**config.mk**
```make
export PLATFORM = sky130hd
export DESIGN_NAME = ultra_echo_emu
export DESIGN_NICKNAME = d
export VERILOG_FILES = /design/src/rtl/ultra_pkg.sv /design/src/rtl/ultra_tick.sv /design/src/rtl/ultra_ctrl.sv /design/src/rtl/ultra_dpath.sv /design/src/rtl/ultra_echo_emu.sv
export SDC_FILE = /design/constraint.sdc
export NUM_CORES = 1
export LEC_CHECK = 0
export BUFFER_PORTS_ARGS = -buffer_cell sky130_fd_sc_hd__buf_2
export CORE_MARGIN = 2
export CORE_UTILIZATION = 45
export CTS_BUF_LIST = sky130_fd_sc_hd__clkbuf_16
export DETAILED_ROUTE_END_ITERATION = 16
export PLACE_DENSITY = 0.67
export SLEW_MARGIN = 30
export SYNTH_ARGS = -nofsm -noshare
export SYNTH_HDL_FRONTEND = slang
export SYNTH_SLANG_ARGS = --single-unit
```
**constraint.sdc**
```tcl
create_clock -name clk -period 3.55 [get_ports clk]
set_clock_uncertainty 0.15 [all_clocks]
set_input_delay 0 -clock clk [delete_from_list [all_inputs] [get_ports clk]]
set_output_delay 0 -clock clk [all_outputs]
set_load 0.05 [all_outputs]
```
**src/rtl/ultra_pkg.sv**
```systemverilog
package ultra_pkg;
  typedef enum logic [1:0] {
    ST_IDLE  = 2'd0,
    ST_BURST = 2'd1,
    ST_ECHO  = 2'd2
  } ctrlState_t;

  typedef struct packed {
    logic accept;     // trigger accepted: latch inputs, start the burst
    logic loadEcho;   // burst finished: load the echo counter
    logic countEcho;  // echo phase: count down
  } ctrlStb_t;
endpackage

```
**src/rtl/ultra_tick.sv**
```systemverilog
module ultra_tick #(
  parameter int CLK_PER_US = 50
) (
  input  logic clk,
  input  logic rstN,
  output logic usTick
);
  localparam int PW = (CLK_PER_US > 1) ? $clog2(CLK_PER_US) : 1;
  localparam logic [PW-1:0] LAST = PW'(CLK_PER_US - 1);

  logic [PW-1:0] preCnt;

  always_ff @(posedge clk or negedge rstN) begin
    if (!rstN)               preCnt <= '0;
    else if (preCnt == LAST) preCnt <= '0;
    else                     preCnt <= preCnt + 1'b1;
  end

  assign usTick = (preCnt == LAST);
endmodule

```
**src/rtl/ultra_ctrl.sv**
```systemverilog
module ultra_ctrl
  import ultra_pkg::*;
#(
  parameter int MIN_TRIG_US = 10,
  parameter int GUARD_US    = 60000
) (
  input  logic     clk,
  input  logic     rstN,
  input  logic     usTick,
  input  logic     trigIn,
  input  logic     burstDone,
  input  logic     echoLast,
  output ctrlStb_t stb,
  output logic     busy,
  output logic     echoOn,
  output logic     doneStb
);
  localparam int WW = $clog2(MIN_TRIG_US + 1);
  localparam int GW = $clog2(GUARD_US + 1);

  ctrlState_t state, stateNx;
  logic trigS1, trigS2, trigD;
  logic trigRise, trigFall;
  logic [WW-1:0] widthCnt;
  logic widthOk;
  logic [GW-1:0] guardCnt;
  logic guardIdle;

  // two-flop synchronizer plus an edge-detect stage
  always_ff @(posedge clk or negedge rstN) begin
    if (!rstN) begin
      trigS1 <= 1'b0;
      trigS2 <= 1'b0;
      trigD  <= 1'b0;
    end else begin
      trigS1 <= trigIn;
      trigS2 <= trigS1;
      trigD  <= trigS2;
    end
  end

  assign trigRise = trigS2 & ~trigD;
  assign trigFall = ~trigS2 & trigD;
  assign widthOk  = (widthCnt >= WW'(MIN_TRIG_US));

  // pulse width in microseconds, saturating at the minimum
  always_ff @(posedge clk or negedge rstN) begin
    if (!rstN)                             widthCnt <= '0;
    else if (trigRise)                     widthCnt <= '0;
    else if (trigS2 && usTick && !widthOk) widthCnt <= widthCnt + 1'b1;
  end

  assign guardIdle  = (guardCnt == '0);
  assign stb.accept = trigFall && widthOk && (state == ST_IDLE) && guardIdle;

  // only an accepted trigger restarts the guard interval
  always_ff @(posedge clk or negedge rstN) begin
    if (!rstN)                        guardCnt <= '0;
    else if (stb.accept)              guardCnt <= GW'(GUARD_US);
    else if (usTick && !guardIdle)    guardCnt <= guardCnt - 1'b1;
  end

  always_comb begin
    stateNx = state;
    unique case (state)
      ST_IDLE:  if (stb.accept) stateNx = ST_BURST;
      ST_BURST: if (burstDone)  stateNx = ST_ECHO;
      ST_ECHO:  if (echoLast)   stateNx = ST_IDLE;
      default:  stateNx = ST_IDLE;
    endcase
  end

  always_ff @(posedge clk or negedge rstN) begin
    if (!rstN) begin
      state   <= ST_IDLE;
      doneStb <= 1'b0;
    end else begin
      state   <= stateNx;
      doneStb <= (state == ST_ECHO) && echoLast;
    end
  end

  assign stb.loadEcho  = (state == ST_BURST) && burstDone;
  assign stb.countEcho = (state == ST_ECHO);
  assign busy          = (state != ST_IDLE);
  assign echoOn        = (state == ST_ECHO);
endmodule

```
**src/rtl/ultra_dpath.sv**
```systemverilog
module ultra_dpath
  import ultra_pkg::*;
#(
  parameter int DIST_W        = 9,
  parameter int CLK_PER_US    = 50,
  parameter int TONE_HALF_CLK = 625,
  parameter int TONE_CYCLES   = 8,
  parameter int CM_US         = 58,
  parameter int IN_US         = 148,
  parameter int TIMEOUT_US    = 38000
) (
  input  logic              clk,
  input  logic              rstN,
  input  ctrlStb_t          stb,
  input  logic [DIST_W-1:0] distIn,
  input  logic              unitInch,
  input  logic              noObstacle,
  output logic              txTone,
  output logic              burstDone,
  output logic              echoLast
);
  localparam int DIST_MAX = (1 << DIST_W) - 1;
  localparam int MAX_UNIT = (IN_US > CM_US) ? IN_US : CM_US;
  localparam int MAX_DCLK = DIST_MAX * MAX_UNIT * CLK_PER_US;
  localparam int TO_CLK   = TIMEOUT_US * CLK_PER_US;
  localparam int MAX_CLK  = (MAX_DCLK > TO_CLK) ? MAX_DCLK : TO_CLK;
  localparam int EW       = $clog2(MAX_CLK + 1);
  localparam int HALF_N   = 2 * TONE_CYCLES;
  localparam int TW       = $clog2(TONE_HALF_CLK + 1);
  localparam int HW       = $clog2(HALF_N + 1);

  logic [EW-1:0]     perUnit, targetClk, echoLoad, echoCnt;
  logic [DIST_W-1:0] distEff;
  logic [TW-1:0]     toneClk;
  logic [HW-1:0]     halfIdx;
  logic              toneActive, halfEnd;

  assign distEff   = (distIn == '0) ? DIST_W'(1) : distIn;
  assign perUnit   = unitInch ? EW'(IN_US * CLK_PER_US) : EW'(CM_US * CLK_PER_US);
  assign targetClk = noObstacle ? EW'(TO_CLK) : EW'(distEff) * perUnit;

  // echo length is fixed at acceptance
  always_ff @(posedge clk or negedge rstN) begin
    if (!rstN)           echoLoad <= '0;
    else if (stb.accept) echoLoad <= targetClk;
  end

  // transmit tone burst
  assign halfEnd   = toneActive && (toneClk == TW'(TONE_HALF_CLK - 1));
  assign burstDone = halfEnd && (halfIdx == HW'(HALF_N - 1));

  always_ff @(posedge clk or negedge rstN) begin
    if (!rstN) begin
      toneActive <= 1'b0;
      txTone     <= 1'b0;
      toneClk    <= '0;
      halfIdx    <= '0;
    end else if (stb.accept) begin
      toneActive <= 1'b1;
      txTone     <= 1'b1;
      toneClk    <= '0;
      halfIdx    <= '0;
    end else if (burstDone) begin
      toneActive <= 1'b0;
      txTone     <= 1'b0;
      toneClk    <= '0;
      halfIdx    <= '0;
    end else if (halfEnd) begin
      txTone  <= ~txTone;
      toneClk <= '0;
      halfIdx <= halfIdx + 1'b1;
    end else if (toneActive) begin
      toneClk <= toneClk + 1'b1;
    end
  end

  // echo width counter in clocks
  always_ff @(posedge clk or negedge rstN) begin
    if (!rstN)                                 echoCnt <= '0;
    else if (stb.loadEcho)                     echoCnt <= echoLoad;
    else if (stb.countEcho && echoCnt != '0)   echoCnt <= echoCnt - 1'b1;
  end

  assign echoLast = (echoCnt == EW'(1));
endmodule

```
**src/rtl/ultra_echo_emu.sv**
```systemverilog
module ultra_echo_emu
  import ultra_pkg::*;
#(
  parameter int DIST_W        = 9,
  parameter int CLK_PER_US    = 50,
  parameter int MIN_TRIG_US   = 10,
  parameter int TONE_HALF_CLK = 625,
  parameter int TONE_CYCLES   = 8,
  parameter int CM_US         = 58,
  parameter int IN_US         = 148,
  parameter int TIMEOUT_US    = 38000,
  parameter int GUARD_US      = 60000
) (
  input  logic              clk,
  input  logic              rstN,
  input  logic              trigIn,
  input  logic [DIST_W-1:0] distIn,
  input  logic              unitInch,
  input  logic              noObstacle,
  output logic              echoOut,
  output logic              txTone,
  output logic              busy,
  output logic              measDone
);
  ctrlStb_t stb;
  logic usTick, burstDone, echoLast;

  ultra_tick #(.CLK_PER_US(CLK_PER_US)) u_tick (
    .clk(clk), .rstN(rstN), .usTick(usTick)
  );

  ultra_ctrl #(.MIN_TRIG_US(MIN_TRIG_US), .GUARD_US(GUARD_US)) u_ctrl (
    .clk(clk), .rstN(rstN), .usTick(usTick), .trigIn(trigIn),
    .burstDone(burstDone), .echoLast(echoLast), .stb(stb),
    .busy(busy), .echoOn(echoOut), .doneStb(measDone)
  );

  ultra_dpath #(
    .DIST_W(DIST_W), .CLK_PER_US(CLK_PER_US), .TONE_HALF_CLK(TONE_HALF_CLK),
    .TONE_CYCLES(TONE_CYCLES), .CM_US(CM_US), .IN_US(IN_US),
    .TIMEOUT_US(TIMEOUT_US)
  ) u_dpath (
    .clk(clk), .rstN(rstN), .stb(stb), .distIn(distIn), .unitInch(unitInch),
    .noObstacle(noObstacle), .txTone(txTone), .burstDone(burstDone),
    .echoLast(echoLast)
  );
endmodule

```
==> impl_metrics.json, run 1 <==
{
  "critPathKind": "input port to flip-flop",
  "rsz0062_at_grt": "yes",
  "antenna_found_initial": 0,
  "area_growth_pct": 26.3,
  "tritoncts": "yes",
  "grt_usage": 0.204,
  "dieArea_um2": 16500,
  "worst_skew_pair.late_latency_ns": 0.34,
  "drc": 0,
  "leakage_uw": 0.00445,
  "syn_avg_cell_area_um2": 9.13,
  "io_pins": 18,
  "final_cell_mix": "101 x buf_4, 91 x dfrtp_1, 87 x inv_1",
  "antenna_cells": 0,
  "clkSlewWorstSetupHoldPaths_ns": 0.07,
  "maxSlewViolCount": 0,
  "synthesis.area_um2": 6990,
  "grt_first_pass_wirelength_um": 27200,
  "grt_pass1_vias": 5889,
  "grt_max_degree": 79,
  "r2r_slack_ns": 0.53,
  "vias": 5734,
  "cpPeakStageDelay_ns": 0.52,
  "postLayoutCellArea_um2": 8820,
  "synth_top_area_cell": "dfrtp_1",
  "min_from": "distIn[0]",
  "synth_edf_count": 0,
  "dp.cells": 1030,
  "cp_top_family": "adder cells",
  "start_util": 0.460,
  "setup_viol_count_final": 13,
  "rr_endpoint": "u_dpath.echoLoad[19]",
  "fmax_mhz": 237,
  "tightest_slew_ns": 0.705,
  "grt-ovfl-total": 0,
  "relSlewSlack": 0.530,
  "fin_crit_ns": 4.21,
  "critPathCaptureType": "flip-flop",
  "syn_inst": 765,
  "cp-start-kind": "input port",
  "crit_chain": "buf_8, nor4_4, a21oi_2, nor2b_2, fa_1, fa_1, fa_1, inv_2, fa_2, inv_2, ha_4, a21o_1, a221o_1, or3_1, a41oi_2, mux2_4, nor2_2",
  "setup_tns_ns": -5.04,
  "fill_cells": 1258,
  "yosys_warnings": 0,
  "cp.buffers_inverters": 3,
  "final_cell_count_no_fill": 1064,
  "cpMostUsedCell": "fa_1",
  "wl_met3_um": 331,
  "required_ns": 3.68,
  "r2r_cells": 6,
  "viasPerCell": 5.39,
  "finalNetCount": 990,
  "hold_viol_final": 0,
  "crit_fanout": 2,
  "synth-main-ff-cell": "dfrtp_1",
  "ys_seq_area_frac": 0.326,
  "ant_nets": 0,
  "dp_hpwl_um": 12000,
  "core-area_um2": 15200,
  "wl_per_cell_um": 14.9,
  "ir_worst_vdd_mv": 0.383,
  "die_x_um": 129,
  "gp_congestion": 0.900,
  "worst_slack_ns": -0.661,
  "async_reset_ff_frac": 1.00,
  "violations": "negative setup slack",
  "wl_met2_um": 7940,
  "htreeDepth": 3,
  "wirelength_um": 15800,
  "numCtsBuffers": 9,
  "fin_hold_ws_ns": 0.0210,
  "clock_sinks": 91,
  "yosys.area.top_type_share": 0.326,
  "status": "complete, but fails checks",
  "top_layer": "met4",
  "synth_seq_cells": 91,
  "maxCapViolCount": 0,
  "port_buffers": 17,
  "first_iter_violations": 463,
  "clockRootBuffer": "clkbuf_16",
  "drt-met1-wl_um": 7160,
  "r2r_start": "u_ctrl.guardCnt[10]",
  "slowest_stage": "fa_2",
  "synthTopCellsByArea": "dfrtp_1 33%, fa_1 13%, ha_1 11%, inv_1 5.2%, nand2_1 4.1%",
  "period_share": 1.19,
  "final_common_cell": "buf_4",
  "synthDistinctLibCells": 57,
  "hold-path-endpoint": "u_dpath.echoLoad[2]",
  "power_per_cell_area_nw_per_um2": 624,
  "dp_slack_ns": -1.22,
  "die_y_um": 129,
  "hold_path.class": "input port to flip-flop",
  "hold_depth": 4,
  "cp.arrival_ns": 4.34,
  "cts_max_path_buffers": 2,
  "drive_gt1_frac": 0.251,
  "fp-row-count": 45,
  "dpl_cell_area_um2": 8030,
  "dr.pass1.iters": 5
}
## timing repair
item                                   CTS  global route
pin swaps                               44            39
endpoints found under the hold margin   85             0
setup endpoints to repair               13            13
gates resized for setup                 43            25
buffers inserted                        11            11
hold buffers                             4             0
## cell usage after synthesis, drive strengths merged (7+ instances only)
| cell type | instances |
|---|---|
| ha | 59 |
| o21ai | 32 |
| fa | 46 |
| nor2 | 59 |
| nor3 | 21 |
| or4 | 8 |
| or2 | 7 |
| nand2 | 76 |
| xor2 | 23 |
| buf | 7 |
| clkbuf | 30 |
| xnor2 | 12 |
| inv | 96 |
| nor4 | 14 |
| a21o | 8 |
| or3 | 9 |
| dfrtp | 91 |
| nor2b | 10 |
| a31oi | 9 |
| and3 | 7 |
| nand2b | 7 |
| o211ai | 9 |
| a21oi | 26 |
| nand3 | 25 |
## power by group
group	leakage, uW	internal, uW	switching [uW]
Combinational	0.00311	1680	1650
Clock	0.000174	695	409
Sequential	0.00117	1060	15.1
Total	0.00445	3440	2070
## worst max path at each step
stage | to | cells after the start | slack [ns] | start
final | u_dpath.echoLoad[18] | 17 | -0.66 | distIn[7]
after global routing | u_dpath.echoLoad[16] | 18 | -0.82 | distIn[7]
after CTS | u_dpath.echoLoad[18] | 17 | -0.63 | distIn[4]
after detailed placement | u_dpath.echoLoad[18] | 17 | -1.22 | distIn[8]
after global placement | u_dpath.echoLoad[18] | 17 | -1.12 | distIn[8]
after floorplan | u_dpath.echoLoad[18] | 18 | -1.01 | unitInch
## metrics by stage
stage	utilization	power [uW]
5_1_grt	0.580	5900
3_3_place_gp	0.528	3650
3_5_place_dp	0.528	3720
4_1_cts	0.569	5210
2_1_floorplan	-	2800
6_report	0.580	5510
## worst min-delay path, cell delays in order
cell	delay, ns
buf_2	0.10
a21oi_2	0.12
buf_4	0.17
o41ai_1	0.08
## state kept, by name (all words and copies together), names as in the netlist
name	count
u_dpath.echoLoad	20
u_dpath.halfIdx	5
u_ctrl.trigD	1
u_ctrl.trigS1	1
u_tick.preCnt	6
u_ctrl.state	2
u_dpath.toneActive	1
u_dpath.txTone	1
u_ctrl.guardCnt	16
u_ctrl.widthCnt	4
u_dpath.toneClk	10
u_dpath.echoCnt	22
u_ctrl.trigS2	1
u_ctrl.doneStb	1
## final cells by class
| class | instances | area, um2 | share of cell area |
|---|---|---|---|
| clock buffers | 9 | 225 | 0.0255 |
| clock inverters | 7 | 123 | 0.0139 |
| inverters | 96 | 360 | 0.0408 |
| multi-input cells | 542 | 4590 | 0.520 |
| flip-flops and latches | 91 | 2280 | 0.258 |
| well taps | 188 | 235 | 0.0267 |
| repair buffers | 131 | 1020 | 0.115 |
## layer usage
layer	up-vias	GRT usage
met2	107	0.359
li1	2809	-
met3	31	0.0229
met5	-	0
met4	0	0.0767
met1	2787	0.259
## logic make-up (layout without fill, tap and decap cells)
| logic type | Yosys count | count (layout) | synth area share |
|---|---|---|---|
| buffers and inverters | 133 | 243 | 0.0736 |
| AO/OA/AOI/OAI | 129 | 129 | 0.123 |
| XOR/XNOR | 35 | 35 | 0.0439 |
| flip-flops | 91 | 91 | 0.326 |
| adder cells (fa/ha/maj) | 105 | 105 | 0.238 |
| other | 2 | 3 | 0.00108 |
| multiplexers | 4 | 4 | 0.00627 |
| AND/OR/NAND/NOR | 266 | 266 | 0.188 |
(Power assumes the default switching activity.)
==> inputs of run 2 (changes only) <==
- CAP_MARGIN: unset -> 5
- CORE_MARGIN: 2 -> 3
- MAX_ROUTING_LAYER: unset -> met4
==> impl_metrics.json, run 2 (synthesis gave the netlist of run 1 again) <==
{
  "tightest_slew_ns": 0.775,
  "die_y_um": 131,
  "final_cell_count_no_fill": 1048,
  "p_sw_uw": 1960,
  "crit_fanout": 2,
  "multi_input_area_um2": 4580,
  "power_per_cell_area_nw_per_um2": 592,
  "die_x_um": 131,
  "grt_pass1_vias": 5892,
  "hold_path.class": "input port to flip-flop",
  "clockRootBuffer": "clkbuf_16",
  "finalNetCount": 978,
  "fin_hold_ws_ns": 0.0558,
  "worst_skew_pair.late_latency_ns": 0.34,
  "ir_worst_vdd_mv": 0.315,
  "dieArea_um2": 17100,
  "final_common_cell": "buf_4",
  "numCtsBuffers": 9,
  "fill_cells": 1242,
  "dp_hpwl_um": 11900,
  "cp.arrival_ns": 4.34,
  "clock_sinks": 91,
  "area_growth_pct": 23.4,
  "maxCapViolCount": 0,
  "largestRegisters": "u_dpath.echoCnt x22, u_dpath.echoLoad x20, u_ctrl.guardCnt x16",
  "leakage_uw": 0.00435,
  "dp.cells": 1024,
  "vias": 5601,
  "cp-start-kind": "input port",
  "htreeDepth": 3,
  "seq_area_um2": 2280,
  "antenna_found_initial": 0,
  "antenna_cells": 0,
  "period_share": 1.19,
  "largest_register": "u_dpath.echoCnt",
  "grt_usage": 0.198,
  "grt_max_degree": 62,
  "p_comb_frac": 0.619,
  "io_pins": 18,
  "critPathCaptureType": "flip-flop",
  "fin_crit_ns": 4.22,
  "fp-row-count": 44,
  "first_iter_violations": 431,
  "ant_nets": 0,
  "netSwitchingFraction": 0.384,
  "total_power_uw": 5100,
  "viasPerCell": 5.34,
  "drive_gt1_frac": 0.231,
  "violations": "negative setup slack",
  "required_ns": 3.67,
  "p_clk_frac": 0.170,
  "gp_congestion": 0.930,
  "worst_slack_ns": -0.669,
  "core-area_um2": 14900,
  "rsz0062_at_grt": "yes",
  "postLayoutCellArea_um2": 8620,
  "grt_first_pass_wirelength_um": 26700,
  "internal-power_uw": 3140,
  "relSlewSlack": 0.483,
  "status": "complete, but fails checks",
  "port_buffers": 17,
  "drc": 0,
  "final_cell_mix": "95 x buf_4, 92 x inv_1, 91 x dfrtp_1",
  "largest_reg_flops": 22,
  "maxSlewViolCount": 0,
  "wirelength_um": 15500,
  "setup_viol_count_final": 13,
  "start_util": 0.470,
  "dpl_cell_area_um2": 8010,
  "fmax_mhz": 237,
  "clkSlewWorstSetupHoldPaths_ns": 0.06,
  "hold_viol_final": 0,
  "cts_max_path_buffers": 2,
  "dr.pass1.iters": 4,
  "grt-ovfl-total": 0,
  "seq_power_share": 0.211,
  "critPathKind": "input port to flip-flop",
  "tritoncts": "yes",
  "wl_per_cell_um": 14.8
}
## run 2: cell types whose count changed in the layout (fill, tap and decap cells not counted), moves of 3 or more
cell	previous run	this run
buf_6	11	8
bufinv_16	3	0
buf_4	101	95
inv_1	87	92
inv_2	10	6
## run 2: power groups by stage
| stage | registers [uW] | logic [uW] | clock network (uW) |
|---|---|---|---|
| after floorplan | 1090 | 1720 | 0 |
| after global placement | 1090 | 2580 | 0 |
| after detailed placement | 1090 | 2650 | 0 |
| after CTS | 1070 | 3000 | 887 |
| after global routing | 1070 | 3510 | 936 |
| final | 1070 | 3160 | 869 |
## run 2: final cells by class
type / count / share of cell area
inverter: 96 / 0.0418
clock buffer: 9 / 0.0261
timing repair buffer: 119 / 0.105
clock inverter: 7 / 0.00523
tap: 184 / 0.0267
sequential: 91 / 0.264
multi-input combinational: 542 / 0.531
## run 2: critical path, cell delays in order
cell and delay [ns]:
buf_6 0.10, nor4_4 0.30, a21oi_2 0.11, nor2b_2 0.16, fa_2 0.49, fa_1 0.49, fa_1 0.52, inv_2 0.04
fa_2 0.53, inv_2 0.04, ha_4 0.15, a21o_1 0.18, a221o_1 0.30, or3_1 0.33, a41oi_2 0.20, mux2_4 0.31
nor2_1 0.08
## run 2: worst paths after layout
path | start | to | slack (ns) | cells past startpoint
worst min register to register | u_ctrl.trigS1 | u_ctrl.trigS2 | 0.21 | 0
worst max-delay path | distIn[6] | u_dpath.echoLoad[18] | -0.67 | 17
worst max register to register | u_ctrl.guardCnt[2] | u_ctrl.guardCnt[12] | 0.53 | 7
min in group asynchronous | rstN | u_ctrl.widthCnt[2] | 0.14 | 2
max in group asynchronous | rstN | u_dpath.echoCnt[8] | 2.23 | 3
worst min-delay path | distIn[0] | u_dpath.echoLoad[2] | 0.06 | 4
## run 2: through the flow
step,setup WS (ns),setup TNS [ns],utilization
finish,-0.669,-4.66,0.580
global route,-0.819,-7.08,0.580
CTS,-0.677,-4.31,0.575
detailed placement,-1.24,-10.92,0.539
global placement,-1.12,-9.60,0.539
floorplan,-1.01,-5.44,-
## run 2: per-layer routing
layer,vias to the layer above,global-route usage,part of all wire
met5,-,-,0
met4,0,0.0780,0.028
met3,37,0.0272,0.028
met2,96,0.323,0.48
met1,2684,0.250,0.46
li1,2784,-,-
## run 2: timing repair
item                       in CTS  in global routing
hold buffers                    4                  0
gates resized for setup        42                 14
setup endpoints to repair      13                 13
buffers inserted                8                  3
pin swaps                      40                 20
hold endpoints to repair       68                  0
